--- src/rtl/pla_pkg.sv ---
package pla_pkg;
  typedef enum logic [1:0] {
    LIT_SKIP = 2'b00,
    LIT_NEG  = 2'b01,
    LIT_POS  = 2'b10,
    LIT_KILL = 2'b11
  } lit_code_e;
endpackage

--- src/rtl/pla_pers_store.sv ---
module pla_pers_store #(
  parameter int N_IN   = 4,
  parameter int N_TERM = 16,
  parameter int N_OUT  = 4,
  localparam int AW    = $clog2(N_TERM),
  localparam int ROW_W = 2 * N_IN
) (
  input  logic                              clk,
  input  logic                              rst,
  input  logic                              wr_en,
  input  logic [AW-1:0]                     wr_idx,
  input  logic [ROW_W-1:0]                  wr_and,
  input  logic [N_OUT-1:0]                  wr_or,
  output logic [N_TERM-1:0][ROW_W-1:0]      and_rows,
  output logic [N_TERM-1:0][N_OUT-1:0]      or_rows
);
  always_ff @(posedge clk) begin
    if (rst) begin
      and_rows <= '0;
      or_rows  <= '0;
    end else if (wr_en) begin
      and_rows[wr_idx] <= wr_and;
      or_rows[wr_idx]  <= wr_or;
    end
  end

  // a write lands in the addressed row one edge later
  p_write_lands_r2: assert property (@(posedge clk) disable iff (rst)
    wr_en |=> (and_rows[$past(wr_idx)] == $past(wr_and)) &&
              (or_rows[$past(wr_idx)]  == $past(wr_or)));
endmodule

--- src/rtl/pla_and_plane.sv ---
module pla_and_plane
  import pla_pkg::*;
#(
  parameter int N_IN   = 4,
  parameter int N_TERM = 16,
  localparam int ROW_W = 2 * N_IN
) (
  input  logic [N_IN-1:0]               in_vec,
  input  logic [N_TERM-1:0][ROW_W-1:0]  and_rows,
  output logic [N_TERM-1:0]             term_vec
);
  for (genvar t = 0; t < N_TERM; t++) begin : g_term
    logic [N_IN-1:0] lit_ok;
    for (genvar i = 0; i < N_IN; i++) begin : g_lit
      always_comb begin
        case (lit_code_e'(and_rows[t][2*i +: 2]))
          LIT_SKIP: lit_ok[i] = 1'b1;
          LIT_NEG:  lit_ok[i] = ~in_vec[i];
          LIT_POS:  lit_ok[i] = in_vec[i];
          default:  lit_ok[i] = 1'b0;
        endcase
      end
    end
    assign term_vec[t] = &lit_ok;
  end
endmodule

--- src/rtl/pla_or_plane.sv ---
module pla_or_plane #(
  parameter int N_TERM = 16,
  parameter int N_OUT  = 4,
  localparam int GRP   = N_TERM / N_OUT
) (
  input  logic                           clk,
  input  logic                           rst,
  input  logic                           pal_mode,
  input  logic [N_TERM-1:0]              term_vec,
  input  logic [N_TERM-1:0][N_OUT-1:0]   or_rows,
  output logic [N_OUT-1:0]               out_vec
);
  for (genvar k = 0; k < N_OUT; k++) begin : g_out
    logic [N_TERM-1:0] link;
    for (genvar t = 0; t < N_TERM; t++) begin : g_link
      if ((t / GRP) == k) begin : g_own
        assign link[t] = or_rows[t][k];
      end else begin : g_other
        assign link[t] = or_rows[t][k] & ~pal_mode;
      end
    end
    assign out_vec[k] = |(link & term_vec);

    // in grouped mode a high output needs a live term in its own group
    p_pal_group_r8: assert property (@(posedge clk) disable iff (rst)
      (pal_mode && out_vec[k]) |-> (|term_vec[k*GRP +: GRP]));
    // no live term anywhere means the output stays low
    p_no_term_low_r6: assert property (@(posedge clk) disable iff (rst)
      (term_vec == '0) |-> !out_vec[k]);
  end
endmodule

--- src/rtl/pla_array.sv ---
module pla_array #(
  parameter int N_IN   = 4,
  parameter int N_TERM = 16,
  parameter int N_OUT  = 4,
  localparam int AW    = $clog2(N_TERM),
  localparam int ROW_W = 2 * N_IN
) (
  input  logic              clk,
  input  logic              rst,
  input  logic              cfg_we,
  input  logic [AW-1:0]     cfg_term,
  input  logic [ROW_W-1:0]  cfg_and,
  input  logic [N_OUT-1:0]  cfg_or,
  input  logic              pal_mode,
  input  logic [N_IN-1:0]   in_vec,
  output logic [N_OUT-1:0]  out_vec
);
  logic [N_TERM-1:0][ROW_W-1:0] and_rows;
  logic [N_TERM-1:0][N_OUT-1:0] or_rows;
  logic [N_TERM-1:0]            term_vec;

  pla_pers_store #(.N_IN(N_IN), .N_TERM(N_TERM), .N_OUT(N_OUT)) u_store (
    .clk(clk), .rst(rst), .wr_en(cfg_we), .wr_idx(cfg_term),
    .wr_and(cfg_and), .wr_or(cfg_or), .and_rows(and_rows), .or_rows(or_rows));

  pla_and_plane #(.N_IN(N_IN), .N_TERM(N_TERM)) u_and (
    .in_vec(in_vec), .and_rows(and_rows), .term_vec(term_vec));

  pla_or_plane #(.N_TERM(N_TERM), .N_OUT(N_OUT)) u_or (
    .clk(clk), .rst(rst), .pal_mode(pal_mode), .term_vec(term_vec),
    .or_rows(or_rows), .out_vec(out_vec));

  // once reset has been applied every output reads low
  p_reset_clear_r1: assert property (@(posedge clk)
    rst |=> (out_vec == '0));
endmodule

--- config.mk ---
export PLATFORM = sky130hd
export DESIGN_NAME = pla_array
export DESIGN_NICKNAME = d
export VERILOG_FILES = /design/src/rtl/pla_pkg.sv /design/src/rtl/pla_pers_store.sv /design/src/rtl/pla_and_plane.sv /design/src/rtl/pla_or_plane.sv /design/src/rtl/pla_array.sv
export SDC_FILE = /design/constraint.sdc
export NUM_CORES = 1
export LEC_CHECK = 0
export CAP_MARGIN = 20
export CORE_UTILIZATION = 45
export DETAILED_ROUTE_END_ITERATION = 16
export PLACE_DENSITY_LB_ADDON = 0.15
export SETUP_SLACK_MARGIN = 0.05
export SYNTH_ARGS = -nofsm -noshare
export SYNTH_HDL_FRONTEND = slang
export SYNTH_HIERARCHICAL = 1
export SYNTH_SLANG_ARGS = --single-unit
--- constraint.sdc ---
create_clock -name clk -period 4 [get_ports clk]
set_clock_uncertainty 0.1 [all_clocks]
set_input_delay 0.4 -clock clk [delete_from_list [all_inputs] [get_ports clk]]
set_output_delay 0.4 -clock clk [all_outputs]
set_load 0.005 [all_outputs]
==> results.md <==
- Status: completed
- Worst Setup End Kind: output pin
- Flip-flop and latch area: 0.00384 mm²
- Clock Latency Late Sink: between 0.4 and 0.5 ns
- Clock share of power: 43.0%
- Routed Antenna Nets: 0
- Hpwl dp: 14200 µm
- Post-CTS setup buffer count: 0
- Most frequent cells in the layout: mux2i_1, nand2b_1, dfxtp_1
- Placeable Area: 0.0188 mm²
- DRC Markers: 0
- Post-synth top area share: 44.2%
- WP data arrival: between 3 and 4 ns
- Die Ht: ~140 µm
- Multi-input gate area: approximately 0.0044 mm²
- Synth Instances: 803
- Fin crit period: ~3.6 ns
- Setup TNS: 0 ns
- Max-slew headroom: between 30 and 40%
- Cell taking the most area after synthesis: dfxtp_1
- NumNets Final: 808
- Yosys warnings: 6
- Iteration-0 DRC Markers: slightly above 300
- P&R area growth vs syn: 9.51%
- Fmax: 279 MHz
- Vias per cell: around 5.4
- Routed wire per std cell: 20.5 µm
- Max Slew Vio Count: 0
- Vias after detailed routing: 5712
- Initial Utilization: between 40% and 50%
- Switching part of the total power: a little under a quarter
- Final GP Congestion: 0.818
- Final WL: 21600 µm
- CP Class: primary input to output pin
- CTS Hold Buffers Added: 0
- CTS buffer count: 17
- Leak: around 4.5 nW
- Seq/Total Area, Yosys: 44.2%
- Post-cts resize count: 0
- Ant diodes: 0
- Avg Cell Area, Syn: 10.8 µm²
- CP startpoint kind: primary input
- IO buf count: 27
- Die width: 141 µm
- Post-synthesis cell type count: 24
- Clock tree sinks: 192
- Hold Vio Cnt, Final: 0
- DRT Pass-1 Iters: 4
- Clock-pin slew on the worst setup and hold paths: 0.06 ns
- FF+latch count, synth: 192
- Total GRT Usage: 22.8%
- HP Class: register to register
- Ranking of synthesized cells by area: dfxtp_1, mux2i_1, nand2b_1, and4_1, a22oi_1
- RSZ-0062 raised after global routing: false
- Switch Pwr: approximately 0.00089 W
- Number of global-route vias before repair: 5914
- CTS tree: done
- Fin crit share: 89.5%
- Combinational fraction of design power: 7.2%
- Number of fill cells in the layout: 1678
- Internal: 0.00302 W
- Critical path required time: 3.50 ns
- First-pass GRT wire length: 33800 µm
- Largest net degree at the start of global routing: 129
- Root buffer cell: clkbuf_16
- IO Pins: 28
- Share of layout cells above drive strength 1: roughly 5%
- Die area: ~0.02 mm²
- H-tree levels: 4
- Tot Pwr: 0.00392 W
- Num rows: 50
- PD cells: 411 mW/mm²
- Synth Cell Area: between 0.008 and 0.009 mm²
- Part of the power in registers: approximately half
- Initial antenna violation count: 0
- Syn Nets: 827
- Worst VDD drop: 0.000337 V
- Largest fanout on the critical path: 16
- Max cap viols: 0
- Most common cell after layout, fill and taps aside: mux2i_1
- Worst slew pin tran: roughly 1.0 ns
- GR Overflow Total: 0
- Clk buf depth: 2
- Final setup violation count: 0
==> through the flow <==
stage	utilization (%)	std cells	worst slack (ns)	hold slack, ns	area, µm²
after floorplan	-	803	1.84	0.348	8690
after global placement	47.5	1025	0.488	0.360	8940
after detailed placement	47.5	1025	0.453	0.363	8940
after CTS	50.6	1055	0.435	0.376	9520
after global routing	50.6	1055	0.336	0.390	9520
final	50.6	1055	0.421	0.375	9520
==> logic make-up after synthesis <==
kind of cell           share of synthesized area, %
AO/OA/AOI/OAI                                  3.60
flip-flops                                     44.2
multiplexers                                   29.5
buffers and inverters                          4.68
AND/OR/NAND/NOR                                18.0
==> state kept, by name (all words and copies together), names as in the netlist <==
name and count:
u_store/and_rows 128, u_store/or_rows 64
==> final timing paths <==
check                           start                   to  slack (ns)  cells past startpoint
setup reg to reg   u_store/or_rows[4]   u_store/or_rows[4]        3.21                      2
setup / recovery            in_vec[2]           out_vec[2]        0.42                      9
hold / removal    u_store/and_rows[8]  u_store/and_rows[8]        0.37                      2
hold reg to reg   u_store/and_rows[8]  u_store/and_rows[8]        0.37                      2
==> per-layer routing <==
layer  up-vias  share of wire (%)  wire length [µm]  global-route usage, %
met3        28                3.6               786                   3.94
met4         0                2.0               425                   8.12
li1       2728                  -                 -                      -
met2       128                 49             10600                   39.2
met1      2828                 45              9810                   28.8
met5         -                  0                 0                      0
==> worst max-delay path, stage by stage <==
cell and delay [ns]:
clkdlybuf4s50_1 0.46, buf_4 0.36, mux2i_1 0.15, and4_1 0.31, a22o_1 0.26, a221oi_1 0.25
a41o_1 0.22, nand3_1 0.17, clkdlybuf4s50_1 0.49
==> cell type report <==
cell class | instances | share of cell area (%)
clock inverter | 10 | 1.17
timing repair buffer | 32 | 3.47
clock buffer | 20 | 4.90
sequential | 192 | 40.4
multi-input combinational | 541 | 46.7
tap | 260 | 3.42
==> cell usage after synthesis <==
cell / count
a221oi_1: 6
a221oi_2: 2
a22o_1: 8
a22oi_1: 16
a41o_1: 4
and2_1: 2
and2b_1: 2
and3_1: 1
and3b_1: 2
and4_1: 16
buf_12: 1
buf_2: 23
buf_4: 9
buf_6: 7
buf_8: 1
clkbuf_1: 28
clkbuf_2: 1
dfxtp_1: 192
mux2i_1: 256
nand2_1: 12
nand2b_1: 204
nand3_1: 8
nor2_1: 1
nor3b_2: 1
==> power by group through the flow <==
| stage | Combinational, W | Clock (W) | Sequential [W] |
|---|---|---|---|
| after floorplan | 0.000191 | 0 | 0.00199 |
| final | 0.000283 | 0.00168 | 0.00195 |
| after global placement | 0.000278 | 0 | 0.00199 |
| after global routing | 0.000298 | 0.00180 | 0.00195 |
| after CTS | 0.000285 | 0.00172 | 0.00195 |
| after detailed placement | 0.000284 | 0 | 0.00199 |
(Power assumes the default switching activity.)
